`config.mk`:
```
export PLATFORM = sky130hd
export DESIGN_NAME = drw_desc_walker
export DESIGN_NICKNAME = d
export VERILOG_FILES = /design/src/rtl/drw_pkg.sv /design/src/rtl/drw_ring_idx.sv /design/src/rtl/drw_addr_gen.sv /design/src/rtl/drw_desc_walker.sv
export SDC_FILE = /design/constraint.sdc
export NUM_CORES = 1
export LEC_CHECK = 0
export ABC_AREA = 1
export ABC_CLOCK_PERIOD_IN_PS = 3600
export BUFFER_PORTS_ARGS = -buffer_cell sky130_fd_sc_hd__buf_4
export CORE_ASPECT_RATIO = 1.1
export CORE_MARGIN = 10
export CORE_UTILIZATION = 50
export CTS_CLUSTER_SIZE = 25
export DETAILED_ROUTE_END_ITERATION = 10
export PLACE_DENSITY = 0.73
export REMOVE_ABC_BUFFERS = 1
export SLEW_MARGIN = 15
export SYNTH_ARGS = -nofsm -noshare
export SYNTH_HDL_FRONTEND = slang
export SYNTH_HIERARCHICAL = 1
export SYNTH_SLANG_ARGS = --single-unit
```
`constraint.sdc`:
```
create_clock -name clk -period 3.6 [get_ports clk]
set_input_delay 0.18 -clock clk [delete_from_list [all_inputs] [get_ports clk]]
set_output_delay 0.18 -clock clk [all_outputs]
set_load 0.01 [all_outputs]
```
`src/rtl/drw_pkg.sv`:
```
package drw_pkg;
  localparam int WORD_W  = 32;
  localparam int FLD_W   = 16;
  localparam int FLG_W   = 15;
  localparam int CFLG_W  = 7;
  localparam int OWN_BIT = 31;

  typedef enum logic [2:0] {
    ST_IDLE, ST_RD_STAT, ST_HOLD, ST_RD_AUX,
    ST_OFFER, ST_BUSY, ST_WR_AUX, ST_WR_STAT
  } walk_st_e;

  typedef enum logic [1:0] {ACC_STAT, ACC_AUX_RD, ACC_AUX_WR} acc_sel_e;

  // byte offset of a word inside one entry, per style
  function automatic logic [3:0] word_off(input logic [1:0] style, input acc_sel_e sel);
    logic [3:0] o;
    if (style == 2'd0) begin
      o = (sel == ACC_STAT) ? 4'd0 : 4'd4;
    end else if (style == 2'd1) begin
      o = (sel == ACC_STAT) ? 4'd4 : ((sel == ACC_AUX_RD) ? 4'd0 : 4'd8);
    end else begin
      o = (sel == ACC_STAT) ? 4'd4 : ((sel == ACC_AUX_RD) ? 4'd8 : 4'd0);
    end
    return o;
  endfunction
endpackage

```
`src/rtl/drw_ring_idx.sv`:
```
module drw_ring_idx #(
  parameter int IDX_W = 16
) (
  input  logic             clk,
  input  logic             rst_n,
  input  logic             clr,
  input  logic             adv,
  input  logic [IDX_W-1:0] len,
  output logic [IDX_W-1:0] idx
);
  localparam logic [IDX_W-1:0] ONE = IDX_W'(1);

  logic [IDX_W-1:0] idx_q, idx_d;
  logic             at_end;

  assign at_end = (idx_q == len - ONE);

  always_comb begin
    idx_d = idx_q;
    if (clr)      idx_d = '0;
    else if (adv) idx_d = at_end ? '0 : idx_q + ONE;
  end

  always_ff @(posedge clk or negedge rst_n) begin
    if (!rst_n)          idx_q <= '0;
    else if (clr || adv) idx_q <= idx_d;
  end

  assign idx = idx_q;


  idx_wrap_chk: assert property (@(posedge clk) disable iff (!rst_n)
    (adv && !clr && idx == len - ONE) |=> idx == '0);


  idx_step_chk: assert property (@(posedge clk) disable iff (!rst_n)
    (adv && !clr && idx != len - ONE) |=> idx == $past(idx) + ONE);
endmodule

```
`src/rtl/drw_addr_gen.sv`:
```
module drw_addr_gen #(
  parameter int AW    = 32,
  parameter int IDX_W = 16,
  parameter int HI_W  = 8
) (
  input  logic [1:0]       style,
  input  logic [AW-1:0]    base,
  input  logic [HI_W-1:0]  hi,
  input  logic [IDX_W-1:0] idx,
  input  logic [3:0]       off,
  output logic [AW-1:0]    addr
);
  localparam int LO_W = AW - HI_W;

  logic            compact;
  logic [AW-1:0]   base_al, step, sum;

  assign compact = (style == 2'd0);

  always_comb begin
    if (compact) begin
      base_al = {base[AW-1:3], 3'b000};
      step    = AW'(idx) << 3;
    end else begin
      base_al = {base[AW-1:4], 4'b0000};
      step    = AW'(idx) << 4;
    end
    sum  = base_al + step + AW'(off);
    addr = compact ? {hi, sum[LO_W-1:0]} : sum;
  end
endmodule

```
`src/rtl/drw_desc_walker.sv`:
```
module drw_desc_walker
  import drw_pkg::*;
#(
  parameter int IDX_W = 16,
  parameter int HI_W  = 8
) (
  input  logic              clk,
  input  logic              rst_n,
  input  logic [1:0]        cfg_style,
  input  logic [WORD_W-1:0] cfg_base,
  input  logic [HI_W-1:0]   cfg_hi,
  input  logic [IDX_W-1:0]  cfg_len,
  input  logic              start,
  input  logic              poll,
  output logic              mem_req,
  output logic              mem_we,
  output logic [WORD_W-1:0] mem_addr,
  output logic [WORD_W-1:0] mem_wdata,
  input  logic              mem_gnt,
  input  logic [WORD_W-1:0] mem_rdata,
  output logic              dsc_valid,
  input  logic              dsc_ready,
  output logic [WORD_W-1:0] dsc_addr,
  output logic [FLD_W-1:0]  dsc_len,
  output logic [FLG_W-1:0]  dsc_flags,
  input  logic              cmp_valid,
  input  logic [FLG_W-1:0]  cmp_flags,
  input  logic [FLD_W-1:0]  cmp_count
);
  localparam int LO_W = WORD_W - HI_W;

  walk_st_e          st_q, st_d;
  logic [WORD_W-1:0] stat_q, aux_q;
  logic [FLG_W-1:0]  cflg_q;
  logic [FLD_W-1:0]  ccnt_q;
  logic              cap_stat, cap_aux, cap_cmp, adv, clr;
  logic              compact;
  logic [IDX_W-1:0]  idx;
  acc_sel_e          sel;
  logic [WORD_W-1:0] aux_wr, stat_wr;

  assign compact = (cfg_style == 2'd0);

  drw_ring_idx #(.IDX_W(IDX_W)) u_idx (
    .clk(clk), .rst_n(rst_n), .clr(clr), .adv(adv), .len(cfg_len), .idx(idx)
  );

  drw_addr_gen #(.AW(WORD_W), .IDX_W(IDX_W), .HI_W(HI_W)) u_addr (
    .style(cfg_style), .base(cfg_base), .hi(cfg_hi), .idx(idx),
    .off(word_off(cfg_style, sel)), .addr(mem_addr)
  );

  // next-state
  always_comb begin
    st_d     = st_q;
    cap_stat = 1'b0;
    cap_aux  = 1'b0;
    cap_cmp  = 1'b0;
    adv      = 1'b0;
    clr      = 1'b0;
    unique case (st_q)
      ST_IDLE:    if (start) begin clr = 1'b1; st_d = ST_RD_STAT; end
      ST_RD_STAT: if (mem_gnt) begin
                    cap_stat = 1'b1;
                    st_d = mem_rdata[OWN_BIT] ? ST_RD_AUX : ST_HOLD;
                  end
      ST_HOLD:    if (poll) st_d = ST_RD_STAT;
      ST_RD_AUX:  if (mem_gnt) begin cap_aux = 1'b1; st_d = ST_OFFER; end
      ST_OFFER:   if (dsc_ready) st_d = ST_BUSY;
      ST_BUSY:    if (cmp_valid) begin cap_cmp = 1'b1; st_d = ST_WR_AUX; end
      ST_WR_AUX:  if (mem_gnt) st_d = ST_WR_STAT;
      ST_WR_STAT: if (mem_gnt) begin adv = 1'b1; st_d = ST_RD_STAT; end
      default:    st_d = ST_IDLE;
    endcase
  end

  // registers
  always_ff @(posedge clk or negedge rst_n) begin
    if (!rst_n) begin
      st_q   <= ST_IDLE;
      stat_q <= '0;
      aux_q  <= '0;
      cflg_q <= '0;
      ccnt_q <= '0;
    end else begin
      st_q <= st_d;
      if (cap_stat) stat_q <= mem_rdata;
      if (cap_aux)  aux_q  <= mem_rdata;
      if (cap_cmp) begin
        cflg_q <= cmp_flags;
        ccnt_q <= cmp_count;
      end
    end
  end

  // memory port
  always_comb begin
    mem_req = (st_q == ST_RD_STAT) || (st_q == ST_RD_AUX) ||
              (st_q == ST_WR_AUX)  || (st_q == ST_WR_STAT);
    mem_we  = (st_q == ST_WR_AUX) || (st_q == ST_WR_STAT);
    unique case (st_q)
      ST_RD_AUX: sel = ACC_AUX_RD;
      ST_WR_AUX: sel = ACC_AUX_WR;
      default:   sel = ACC_STAT;
    endcase
  end

  always_comb begin
    if (compact) begin
      aux_wr  = {ccnt_q, aux_q[FLD_W-1:0]};
      stat_wr = {1'b0, cflg_q[CFLG_W-1:0], stat_q[LO_W-1:0]};
    end else begin
      aux_wr  = {{(WORD_W-FLD_W){1'b0}}, ccnt_q};
      stat_wr = {1'b0, cflg_q, stat_q[FLD_W-1:0]};
    end
    if (st_q == ST_WR_STAT)     mem_wdata = stat_wr;
    else if (st_q == ST_WR_AUX) mem_wdata = aux_wr;
    else                        mem_wdata = '0;
  end

  // consumer side
  assign dsc_valid = (st_q == ST_OFFER);
  assign dsc_addr  = compact ? {cfg_hi, stat_q[LO_W-1:0]} : aux_q;
  assign dsc_len   = compact ? aux_q[FLD_W-1:0] : stat_q[FLD_W-1:0];
  assign dsc_flags = compact ? {{(FLG_W-CFLG_W){1'b0}}, stat_q[OWN_BIT-1 -: CFLG_W]}
                             : stat_q[OWN_BIT-1 -: FLG_W];


  req_hold_chk: assert property (@(posedge clk) disable iff (!rst_n)
    (mem_req && !mem_gnt) |=> (mem_req && $stable(mem_addr) && $stable(mem_we)
                               && $stable(mem_wdata)));


  word_align_chk: assert property (@(posedge clk) disable iff (!rst_n)
    mem_req |-> (mem_addr[1:0] == 2'b00));


  no_write_unowned_chk: assert property (@(posedge clk) disable iff (!rst_n)
    (mem_req && mem_we) |-> stat_q[OWN_BIT]);


  offer_hold_chk: assert property (@(posedge clk) disable iff (!rst_n)
    (dsc_valid && !dsc_ready) |=> (dsc_valid && $stable(dsc_addr) && $stable(dsc_len)
                                   && $stable(dsc_flags)));


  own_release_chk: assert property (@(posedge clk) disable iff (!rst_n)
    (mem_req && mem_we && $past(mem_req && mem_we && mem_gnt)) |-> !mem_wdata[OWN_BIT]);
endmodule

```
==> metrics.md <==
| Metric | Value |
|---|---|
| Maximum number of pins on one net before global-route repair | `64` |
| Total leakage power | `6.67 nW` |
| Total half-perimeter wirelength after legalization and detailed placement | `23,600 um` |
| Headroom to the max-slew limit | `24.4%` |
| Arrival time worst endpoint | `3.31 ns` |
| Area of the core | `18,300 um^2` |
| Hold path startpoint | `cmp_flags[10]` |
| Layout cell share with drive strength beyond 1 | `23.2%` |
| Result of the run | `completed` |
| Peak per-stage delay on the critical path | `0.44 ns` |
| Data required time of the critical path | `3.42 ns` |
| Final worst path period share | `96.8%` |
| Count of mapped cells out of synthesis | `1,428` |
| Max-cap violations | `0` |
| Leading cell types in the layout, fill and taps excluded | `sky130_fd_sc_hd__nand2_1, sky130_fd_sc_hd__buf_4, sky130_fd_sc_hd__inv_1` |
| First element of the critical path | `st_q[2]$_DFFE_PN0P_` |
| Vias/cell | `5.08` |
| Fraction of power spent switching nets | `38.8%` |
| Final core utilization | `65.7%` |
| Total grt overflow | `0` |
| Weighted congestion at the end of routability-driven global placement | `0.892` |
| DRC violation count after routing | `0` |
| Drt wl/cell | `16.1 um` |
| Post-route antenna net violation count | `0` |
| CTS tree | `yes` |
| Standard-cell rows | `52` |
| Number of vias after detailed routing | `9,790` |
| Iter 0 DRT Violations | `620` |
| Clk pwr share | `25.6%` |
| Horizontal extent of the die | `150 um` |
| Family of cells with the greatest summed delay on the critical path | `simple AND/OR/NAND/NOR gates` |
| Number of levels the H-tree was split into | `4` |
| Pwr dens | `583 nW/um^2` |
| Vertical extent of the die | `162 um` |
| First-pass GRT wire length | `48,400 um` |
| Final slew viol count | `0` |
| Buf+Inv Stages, Crit Path | `6` |
| Seq. cell area | `2830 um^2` |
| Clock net sink count | `113` |
| Detailed Routing Iterations Pass 1 | `5` |
| Largest vdd supply drop | `0.393 mV` |
| Critical Path Most Common Cell | `sky130_fd_sc_hd__nand2_1` |
| Die area | `24,300 um^2` |
| Crit-path cells | `inv_2, nand2_2, nor2_4, nand2_1, o31ai_2, inv_1, fa_2, inv_2, ha_4, inv_1, fa_2, inv_2, nand2_1, nand2_2, and2_4, nand3b_1, nand3_1, nand2_1, nand3_2, nand2_1, buf_4` |
| Setup slack after layout | `0.115 ns` |
| Initial Util | `50.5%` |
| Worst skew pair latency | `0.41 ns` |
| Count of port buffers added during placement | `252` |
| Number of buffers created by CTS | `17` |
| Antenna diodes | `0` |
| Most common library cell in the layout ignoring fill and taps | `sky130_fd_sc_hd__nand2_1` |
| Multi-input combinational cell area | `5390 um^2` |
| Largest fanout on the critical path | `3` |
| Setup Slack @ Placement | `0.0599 ns` |
| Synth Register Bits | `113` |
| Class of the most critical hold timing path | `in2reg` |
| Area of the mapped netlist | `9220 um^2` |
| R2R Setup Slk | `0.58 ns` |
| Vias in the first global route | `9,578` |
| Final total power | `7.00 mW` |
| Power Internal | `4.29 mW` |
| # IOs | `258` |
| Warnings, synthesis | `6` |
| Kind of end point of the critical path | `output pin` |
| Final worst clock skew | `0.00764 ns` |
| Total net switching power | `2.72 mW` |
| Standard cell with the maximum stage delay on the critical path | `sky130_fd_sc_hd__dfrtp_2` |
| Share of total power in sequential cells | `30.1%` |
| Deepest clock path buffer count | `2` |
| Sequential-to-total area share from yosys stat | `30.7%` |
| Total of endpoints with negative setup slack in the final report | `0` |
| Clock transition time at the flip-flop clock pins of the worst setup and hold paths | `0.05 ns` |
| Startpoint types | `register` |
| Crit Path Class | `reg2out` |
| Initial antenna violation count | `0` |
| Layout net count | `1,836` |
| Cell area after placement | `11,200 um^2` |
| Minimum period implied by the final worst setup slack | `3.49 ns` |
| Slew of the pin with the lowest slew margin | `1.13 ns` |
| Average footprint of a synthesized cell | `6.46 um^2` |
| Distinct cell type count after synthesis | `43` |
| Tot GR Track Use | `24.6%` |
| Count of fill cells added during filler insertion | `1,734` |
| Number of hold violations in the final report | `0` |
| Reg-to-Reg Start | `st_q[0]$_DFFE_PN0P_` |
| Combinational cell fraction of total power | `44.4%` |
| Highest clock rate | `287 MHz` |
| Drt total wl | `31,100 um` |
| Post-route cell area | `12,000 um^2` |
| Root cell of the clock tree | `sky130_fd_sc_hd__clkbuf_16` |
| Area added between synthesis and finish | `30.2%` |
-- tightest hold or removal path, delay by kind of cell --
kind / cells / cell delay [ns]
buffers and inverters: 1 / 0.08
AND/OR/NAND/NOR: 2 / 0.12
-- power groups by stage --
stage	combinational, mW	sequential, mW	clock [mW]
after floorplan	1.66	2.03	0
after global placement	2.94	2.10	0
after detailed placement	2.99	2.11	0
after CTS	3.08	2.10	1.81
after global routing	3.47	2.15	1.86
final	3.11	2.10	1.79
-- logic make-up (layout without fill, tap and decap cells) --
group           count (synthesis)  in the layout  synth area share, %
buf+inv                       257            511                 11.6
xor+xnor                       43             43                 4.08
flops                         113            113                 30.7
fa+ha+maj                      37             37                 5.18
compound gates                230            230                 12.8
other cells                     1              2               0.0407
simple gates                  747            747                 35.7
-- worst paths after layout --
| kind | endpoint | depth (start not counted) |
|---|---|---|
| max | mem_addr[24] | 21 |
| min | cflg_q[10]$_DFFE_PN0P_ | 3 |
| max reg2reg | u_idx/idx[14]$_DFFE_PN0P_ | 12 |
| min reg2reg | cflg_q[10]$_DFFE_PN0P_ | 2 |
| max in group asynchronous | st_q[0]$_DFFE_PN0P_ | 3 |
| min in group asynchronous | stat_q[14]$_DFFE_PN0P_ | 2 |
-- per-layer routing --
metal	vias to the layer above	global-route usage, %	routed length (um)
li1	4946	-	-
met1	4481	27.8	12300
met2	317	42.2	15200
met3	46	8.84	2800
met4	0	7.95	742
met5	-	0	0
-- state kept, by name, indices dropped and copies added (netlist names) --
register   cells
cflg_q        15
u_idx/idx     16
stat_q        31
st_q           3
ccnt_q        16
aux_q         32
-- final cells by class --
cell class / instances / share of cell area (%)
Inverter: 204 / 6.40
Sequential cell: 113 / 23.6
Clock inverter: 10 / 1.31
Multi-Input combinational cell: 1059 / 44.8
Timing Repair Buffer: 276 / 17.4
Tap cell: 243 / 2.53
Clock buffer: 21 / 3.92
-- Yosys cell counts, drive strengths merged --
master	instances	area, um^2
o21ai	185	926
nand2b	1	6.26
xnor2	12	105
xor2	31	272
nand4	11	68.8
nor3	3	25.0
a31oi	5	31.3
nor4	2	12.5
and2	4	25.0
nand2	510	1970
buf	31	198
dfrtp	113	2830
dlygate4sd1	1	8.76
a21oi	37	196
o32ai	1	8.76
ha	35	438
o31ai	1	7.51
nand3	79	445
conb	1	3.75
a21boi	1	7.51
inv	204	768
nand3b	8	85.1
clkbuf	21	95.1
nor2	127	632
fa	2	40.0
nor3b	1	12.5
or2	1	6.26
-- per-stage QoR --
stage	hold WS, ns	std cells	setup TNS [ns]
2_1_floorplan	-0.116	1376	0
3_3_place_gp	0.306	1881	0
3_5_place_dp	0.307	1881	0
4_1_cts	0.00184	1922	0
5_1_grt	0.0143	1926	-0.00610
6_report	0.00947	1926	0
-- what timing repair did --
item,4_1_cts,5_1_grt
endpoints found under the setup margin,12,6
hold endpoints to repair,58,0
pin swaps,4,4
gates cloned,0,0
gates resized for setup,11,6
hold buffers,2,0
buffers inserted,8,4
Power figures use the tool's default switching activity.
